$ cat src/rtl/dxu_pkg.sv
package dxu_pkg;

   typedef enum logic [2:0] {
      FLT_NONE = 3'd0,
      FLT_UD   = 3'd1,
      FLT_NM   = 3'd2,
      FLT_MF   = 3'd3,
      FLT_GP   = 3'd4,
      FLT_SS   = 3'd5,
      FLT_AC   = 3'd6
   } flt_e;

   typedef struct packed {
      logic legal;    // recognised escape and opcode
      logic to_wide;  // load direction
      logic vec;      // vector file selected
   } dec_t;

   localparam logic [1:0] USER_CPL = 2'd3;

endpackage

$ cat src/rtl/dxu_decode.sv
module dxu_decode
   import dxu_pkg::*;
#(
   parameter logic [7:0] ESC_CODE   = 8'h0F,
   parameter logic [7:0] LOAD_CODE  = 8'h6E,
   parameter logic [7:0] STORE_CODE = 8'h7E
) (
   input  logic [7:0] esc_byte,
   input  logic [7:0] op_byte,
   input  logic       pfx_vec,
   output dec_t       dec
);
   logic is_ld, is_st;

   assign is_ld = (op_byte == LOAD_CODE);
   assign is_st = (op_byte == STORE_CODE);

   always_comb begin
      dec.legal   = (esc_byte == ESC_CODE) && (is_ld || is_st);
      dec.to_wide = is_ld;
      dec.vec     = pfx_vec;
   end
endmodule

$ cat src/rtl/dxu_fault_arb.sv
module dxu_fault_arb
   import dxu_pkg::*;
(
   input  dec_t       dec,
   input  logic       ctl_emul,
   input  logic       ctl_osvec,
   input  logic       feat_vec,
   input  logic       ctl_ts,
   input  logic       fpu_pending,
   input  logic       mem_op,
   input  logic       mem_limit,
   input  logic       mem_stack,
   input  logic       mem_ro,
   input  logic       mem_unaligned,
   input  logic       align_en,
   input  logic [1:0] cpl,
   output flt_e       flt
);
   logic vec_off, ro_hit, ac_hit;

   assign vec_off = dec.vec && (ctl_emul || !ctl_osvec || !feat_vec);
   assign ro_hit  = mem_op && !dec.to_wide && mem_ro;
   assign ac_hit  = mem_op && mem_unaligned && align_en && (cpl == USER_CPL);

   always_comb begin
      if (!dec.legal || vec_off)       flt = FLT_UD;
      else if (ctl_ts)                 flt = FLT_NM;
      else if (!dec.vec && fpu_pending) flt = FLT_MF;
      else if (mem_op && mem_limit)    flt = mem_stack ? FLT_SS : FLT_GP;
      else if (ro_hit)                 flt = FLT_GP;
      else if (ac_hit)                 flt = FLT_AC;
      else                             flt = FLT_NONE;
   end
endmodule

$ cat src/rtl/dxu_zext.sv
module dxu_zext #(
   parameter int IN_W  = 32,
   parameter int OUT_W = 64
) (
   input  logic [IN_W-1:0]  din,
   output logic [OUT_W-1:0] dout
);
   localparam int PAD_W = OUT_W - IN_W;

   if (OUT_W < IN_W) begin : g_bad
      $error("dxu_zext: OUT_W must not be below IN_W");
   end else if (PAD_W == 0) begin : g_pass
      assign dout = din;
   end else begin : g_pad
      assign dout = {{PAD_W{1'b0}}, din};
   end
endmodule

$ cat src/rtl/dword_xfer_unit.sv
module dword_xfer_unit
   import dxu_pkg::*;
#(
   parameter int         SCALAR_W   = 32,
   parameter int         MM_W       = 64,
   parameter int         VEC_W      = 128,
   parameter logic [7:0] ESC_CODE   = 8'h0F,
   parameter logic [7:0] LOAD_CODE  = 8'h6E,
   parameter logic [7:0] STORE_CODE = 8'h7E
) (
   input  logic                clk,
   input  logic                rst_n,
   input  logic                in_valid,
   input  logic [7:0]          esc_byte,
   input  logic [7:0]          op_byte,
   input  logic                pfx_vec,
   input  logic [SCALAR_W-1:0] src_scalar,
   input  logic [VEC_W-1:0]    src_wide,
   input  logic                ctl_emul,
   input  logic                ctl_osvec,
   input  logic                feat_vec,
   input  logic                ctl_ts,
   input  logic                fpu_pending,
   input  logic                mem_op,
   input  logic                mem_limit,
   input  logic                mem_stack,
   input  logic                mem_ro,
   input  logic                mem_unaligned,
   input  logic                align_en,
   input  logic [1:0]          cpl,
   output logic                mm_we,
   output logic [MM_W-1:0]     mm_wdata,
   output logic                xmm_we,
   output logic [VEC_W-1:0]    xmm_wdata,
   output logic                gpr_we,
   output logic                mem_we,
   output logic [SCALAR_W-1:0] scalar_wdata,
   output logic                fault_vld,
   output logic [2:0]          fault_code
);
   if (MM_W <= SCALAR_W || VEC_W <= MM_W) begin : g_width_chk
      $error("dword_xfer_unit: need SCALAR_W < MM_W < VEC_W");
   end
   if (LOAD_CODE == STORE_CODE) begin : g_code_chk
      $error("dword_xfer_unit: load and store opcodes must differ");
   end

   dec_t                dec;
   flt_e                flt;
   logic [MM_W-1:0]     mm_ext;
   logic [VEC_W-1:0]    vec_ext;
   logic [SCALAR_W-1:0] wide_low;

   dxu_decode #(
      .ESC_CODE   (ESC_CODE),
      .LOAD_CODE  (LOAD_CODE),
      .STORE_CODE (STORE_CODE)
   ) u_dec (
      .esc_byte (esc_byte),
      .op_byte  (op_byte),
      .pfx_vec  (pfx_vec),
      .dec      (dec)
   );

   dxu_fault_arb u_arb (
      .dec           (dec),
      .ctl_emul      (ctl_emul),
      .ctl_osvec     (ctl_osvec),
      .feat_vec      (feat_vec),
      .ctl_ts        (ctl_ts),
      .fpu_pending   (fpu_pending),
      .mem_op        (mem_op),
      .mem_limit     (mem_limit),
      .mem_stack     (mem_stack),
      .mem_ro        (mem_ro),
      .mem_unaligned (mem_unaligned),
      .align_en      (align_en),
      .cpl           (cpl),
      .flt           (flt)
   );

   dxu_zext #(.IN_W(SCALAR_W), .OUT_W(MM_W)) u_zext_mm (
      .din  (src_scalar),
      .dout (mm_ext)
   );

   dxu_zext #(.IN_W(SCALAR_W), .OUT_W(VEC_W)) u_zext_vec (
      .din  (src_scalar),
      .dout (vec_ext)
   );

   // Both wide files keep their low doubleword at the bottom of src_wide.
   assign wide_low = src_wide[SCALAR_W-1:0];

   logic commit;
   assign commit = in_valid && (flt == FLT_NONE);

   always_ff @(posedge clk) begin
      if (!rst_n) begin
         mm_we        <= 1'b0;
         xmm_we       <= 1'b0;
         gpr_we       <= 1'b0;
         mem_we       <= 1'b0;
         mm_wdata     <= '0;
         xmm_wdata    <= '0;
         scalar_wdata <= '0;
         fault_vld    <= 1'b0;
         fault_code   <= FLT_NONE;
      end else begin
         mm_we      <= commit &&  dec.to_wide && !dec.vec;
         xmm_we     <= commit &&  dec.to_wide &&  dec.vec;
         gpr_we     <= commit && !dec.to_wide && !mem_op;
         mem_we     <= commit && !dec.to_wide &&  mem_op;
         fault_vld  <= in_valid && (flt != FLT_NONE);
         fault_code <= in_valid ? flt : FLT_NONE;
         if (in_valid) begin
            mm_wdata     <= mm_ext;
            xmm_wdata    <= vec_ext;
            scalar_wdata <= wide_low;
         end
      end
   end
endmodule

$ cat config.mk
export PLATFORM = sky130hd
export DESIGN_NAME = dword_xfer_unit
export DESIGN_NICKNAME = d
export VERILOG_FILES = /design/src/rtl/dxu_pkg.sv /design/src/rtl/dxu_decode.sv /design/src/rtl/dxu_fault_arb.sv /design/src/rtl/dxu_zext.sv /design/src/rtl/dword_xfer_unit.sv
export SDC_FILE = /design/constraint.sdc
export NUM_CORES = 1
export LEC_CHECK = 0
export CELL_PAD_IN_SITES_DETAIL_PLACEMENT = 1
export CELL_PAD_IN_SITES_GLOBAL_PLACEMENT = 1
export CORE_AREA = 2 2 167 169
export DETAILED_ROUTE_END_ITERATION = 7
export DIE_AREA = 0 0 169 171
export PLACE_DENSITY = 0.76
export SLEW_MARGIN = 20
export SYNTH_ARGS = -nofsm -noshare
export SYNTH_HDL_FRONTEND = slang
export SYNTH_SLANG_ARGS = --single-unit
$ cat constraint.sdc
create_clock -name clk -period 1.6 [get_ports clk]
set_clock_uncertainty 0.05 [all_clocks]
set_input_delay 0.32 -clock clk [delete_from_list [all_inputs] [get_ports clk]]
set_output_delay 0.32 -clock clk [all_outputs]
set_load 0.1 [all_outputs]
==> flow_metrics.tcl <==
set metrics [dict create \
    status "finished, final reports clean" \
    finalPower_mw 7.643 \
    yosys.area.top_type "dfxtp_1" \
    startpoint "esc_byte[3]" \
    fillCellCount 3073 \
    pre_cts_ws_ns -0.4640 \
    ys_types 33 \
    syn-cell-area_mm2 0.004019 \
    synth_top_area_share_pct 35.87 \
    cp_max_fo 4 \
    antenna_found_initial 0 \
    synth-main-ff-cell "dfxtp_1" \
    async_flop_share_pct 0 \
    drc_errors 0 \
    synth_commonest_cells "buf_4, dfxtp_1, nor2b_1, mux2i_1, clkbuf_1" \
    die_w_um 169 \
    grt.total_usage_pct 8.188 \
    diodes 0 \
    clock_path_buffers 2 \
    cts-root-buf "clkbuf_16" \
    dr.pass1.iters 3 \
    clock.fmax_mhz 661.6 \
    final_net_count 793 \
    cp.required_ns 1.79 \
    drtIter0Drc 77 \
    irDropWorstVdd_v 0.0004051 \
    final_util_pct 26.71 \
    routed_wl_um 12350 \
    hp-class "input pin to flip-flop" \
    first_global_vias 3010 \
    boundaryPins 425 \
    clk_pin_slew_ns 0.06 \
    worst_slack_ns 0.08845 \
    rr_worst_depth 2 \
    routed_via_density 3.234 \
    h-tree-depth 3 \
    cts_tree "yes" \
    grt_max_degree 55 \
    crit_path_start_kind "input pin" \
    r2r-start "scalar_wdata[11]" \
    chipHeight_um 171 \
    numPortBuffers 200 \
    hold_viol 0 \
    crit_type "input pin to flip-flop" \
    grt_setup_unrepaired "no" \
    yosys_register_bits 72 \
    r2r_slack_ns 0.81 \
    synthTopCellsByArea "dfxtp_1, buf_4, mux2i_1" \
    r2r-end "scalar_wdata[11]" \
    slew_viol_final 0 \
    grt_overflow 0 \
    cts_made_buffers 9 \
    vias 3076 \
    clk_latency_ns 0.34 \
    arrival_ns 1.70 \
    grt_pass1_wl_um 17610 \
    globalplace.congestion 0.7071 \
    max_cap_violations 0 \
    post-synth-top-count-cell "buf_4" \
    endpoint_kind "flip-flop" \
    areaGrowthSynthToFinish_pct 81.57 \
    finalSetupViolations 0 \
    coreArea_mm2 0.02732 \
    syn_inst 413 \
    crit_end "gpr_we" \
    synth-edff-count 0 \
    dp_hpwl_um 10150 \
    die-area_mm2 0.02890 \
    routedWlPerCell_um 12.98 \
    clock_sinks 72 \
    drive_above_1_share_pct 30.58 \
    ant_nets 0 \
    initial_utilization_pct 14.71 \
    yosys_warnings 0 \
    avgSynthCellArea_um2 9.731 \
    finalCriticalPeriod_ns 1.512 \
    rows 61 \
    cellPowerDensity_mw_per_mm2 1047 \
    fin_crit_sh_pct 94.47 \
    synth-seq-area-share_pct 35.87 \
    power_leakage_nw 3.211 \
]
-- critical path, cell delays in order --
cell and delay, ns:
clkdlybuf4s50_1 0.47, nand4b_1 0.14, nor4_4 0.32, nand3_2 0.16, nor4b_2 0.28
-- worst min path at each step --
stage / from / to / slack (ns) / cells after the start
after detailed placement: scalar_wdata[1] / scalar_wdata[1] / 0.50 / 2
after CTS: in_valid / fault_code[1] / 0.43 / 3
final: op_byte[4] / mm_we / 0.41 / 5
after floorplan: mem_op / gpr_we / 0.34 / 1
after global placement: scalar_wdata[10] / scalar_wdata[10] / 0.49 / 2
after global routing: rst_n / xmm_wdata[6] / 0.43 / 3
-- logic make-up (layout without fill, tap and decap cells) --
kind of cell           count (synthesis)  in the layout  share of synthesized area [%]
other                                  1            128                        0.09331
DFF                                   72             72                          35.87
and+or+nand+nor                       92             92                          15.22
buffers and inverters                176            241                          31.54
muxes                                 64             64                          15.94
AOI/OAI and AO/OA                      8              8                          1.339
-- timing repair --
action,CTS,global route
pin swaps,7,7
hold buffers,0,0
setup buffers,0,0
endpoints found under the setup margin,5,5
resized for setup,8,10
-- where the power goes --
group	total [mW]	switching (mW)	internal, mW
logic	3.53	2.62	0.904
clock network	2.07	0.854	1.22
registers	2.05	0.143	1.90
-- per-layer routing --
metal | up-vias | GRT usage [%] | part of all wire (%)
met2 | 190 | 16.41 | 57
li1 | 1431 | - | -
met4 | 0 | 2.564 | 1.1
met1 | 1448 | 7.765 | 33
met5 | - | 0 | 0
met3 | 7 | 2.799 | 9.0
-- layout make-up --
| class | instances | area [µm²] | area share [%] |
|---|---|---|---|
| multi-input cells | 292 | 1814 | 24.86 |
| clock buffers | 10 | 229.0 | 3.138 |
| repair buffers | 223 | 3263 | 44.72 |
| inverters | 2 | 7.507 | 0.1029 |
| well taps | 346 | 432.9 | 5.933 |
| clock inverters | 6 | 68.82 | 0.9431 |
| flip-flops and latches | 72 | 1481 | 20.30 |
-- flip-flops by register name (all words and copies together) (netlist names) --
name and count:
scalar_wdata 32, xmm_wdata 32, fault_code 3, fault_vld 1, gpr_we 1, mem_we 1, mm_we 1, xmm_we 1
-- cell usage in the layout (no fill, tap or decap), types with 2 or more instances in the layout --
master / instances
clkinv_4: 2
clkbuf_16: 9
conb_1: 128
nand2_1: 3
dfxtp_2: 32
dlygate4sd2_1: 2
nor3_1: 2
clkdlybuf4s15_1: 2
nand3_1: 3
clkdlybuf4s50_1: 82
inv_1: 2
a31oi_1: 2
dlymetal6s2s_1: 8
buf_4: 21
mux2i_1: 64
nand2b_1: 2
nor2b_1: 65
a21oi_1: 2
nand4b_1: 2
dfxtp_1: 40
buf_12: 107
nor2_1: 2
-- stage by stage --
stage                     TNS (ns)  instance area (µm²)  hold slack (ns)  std cells
after CTS                        0                 7261           0.4257        951
after floorplan                  0                 4536           0.3414        540
after detailed placement    -3.241                 6954           0.5033        935
final                            0                 7297           0.4078        951
after global routing             0                 7297           0.4314        951
after global placement      -3.236                 6954           0.4931        935
Note: power is estimated with default switching activity, not from simulation.
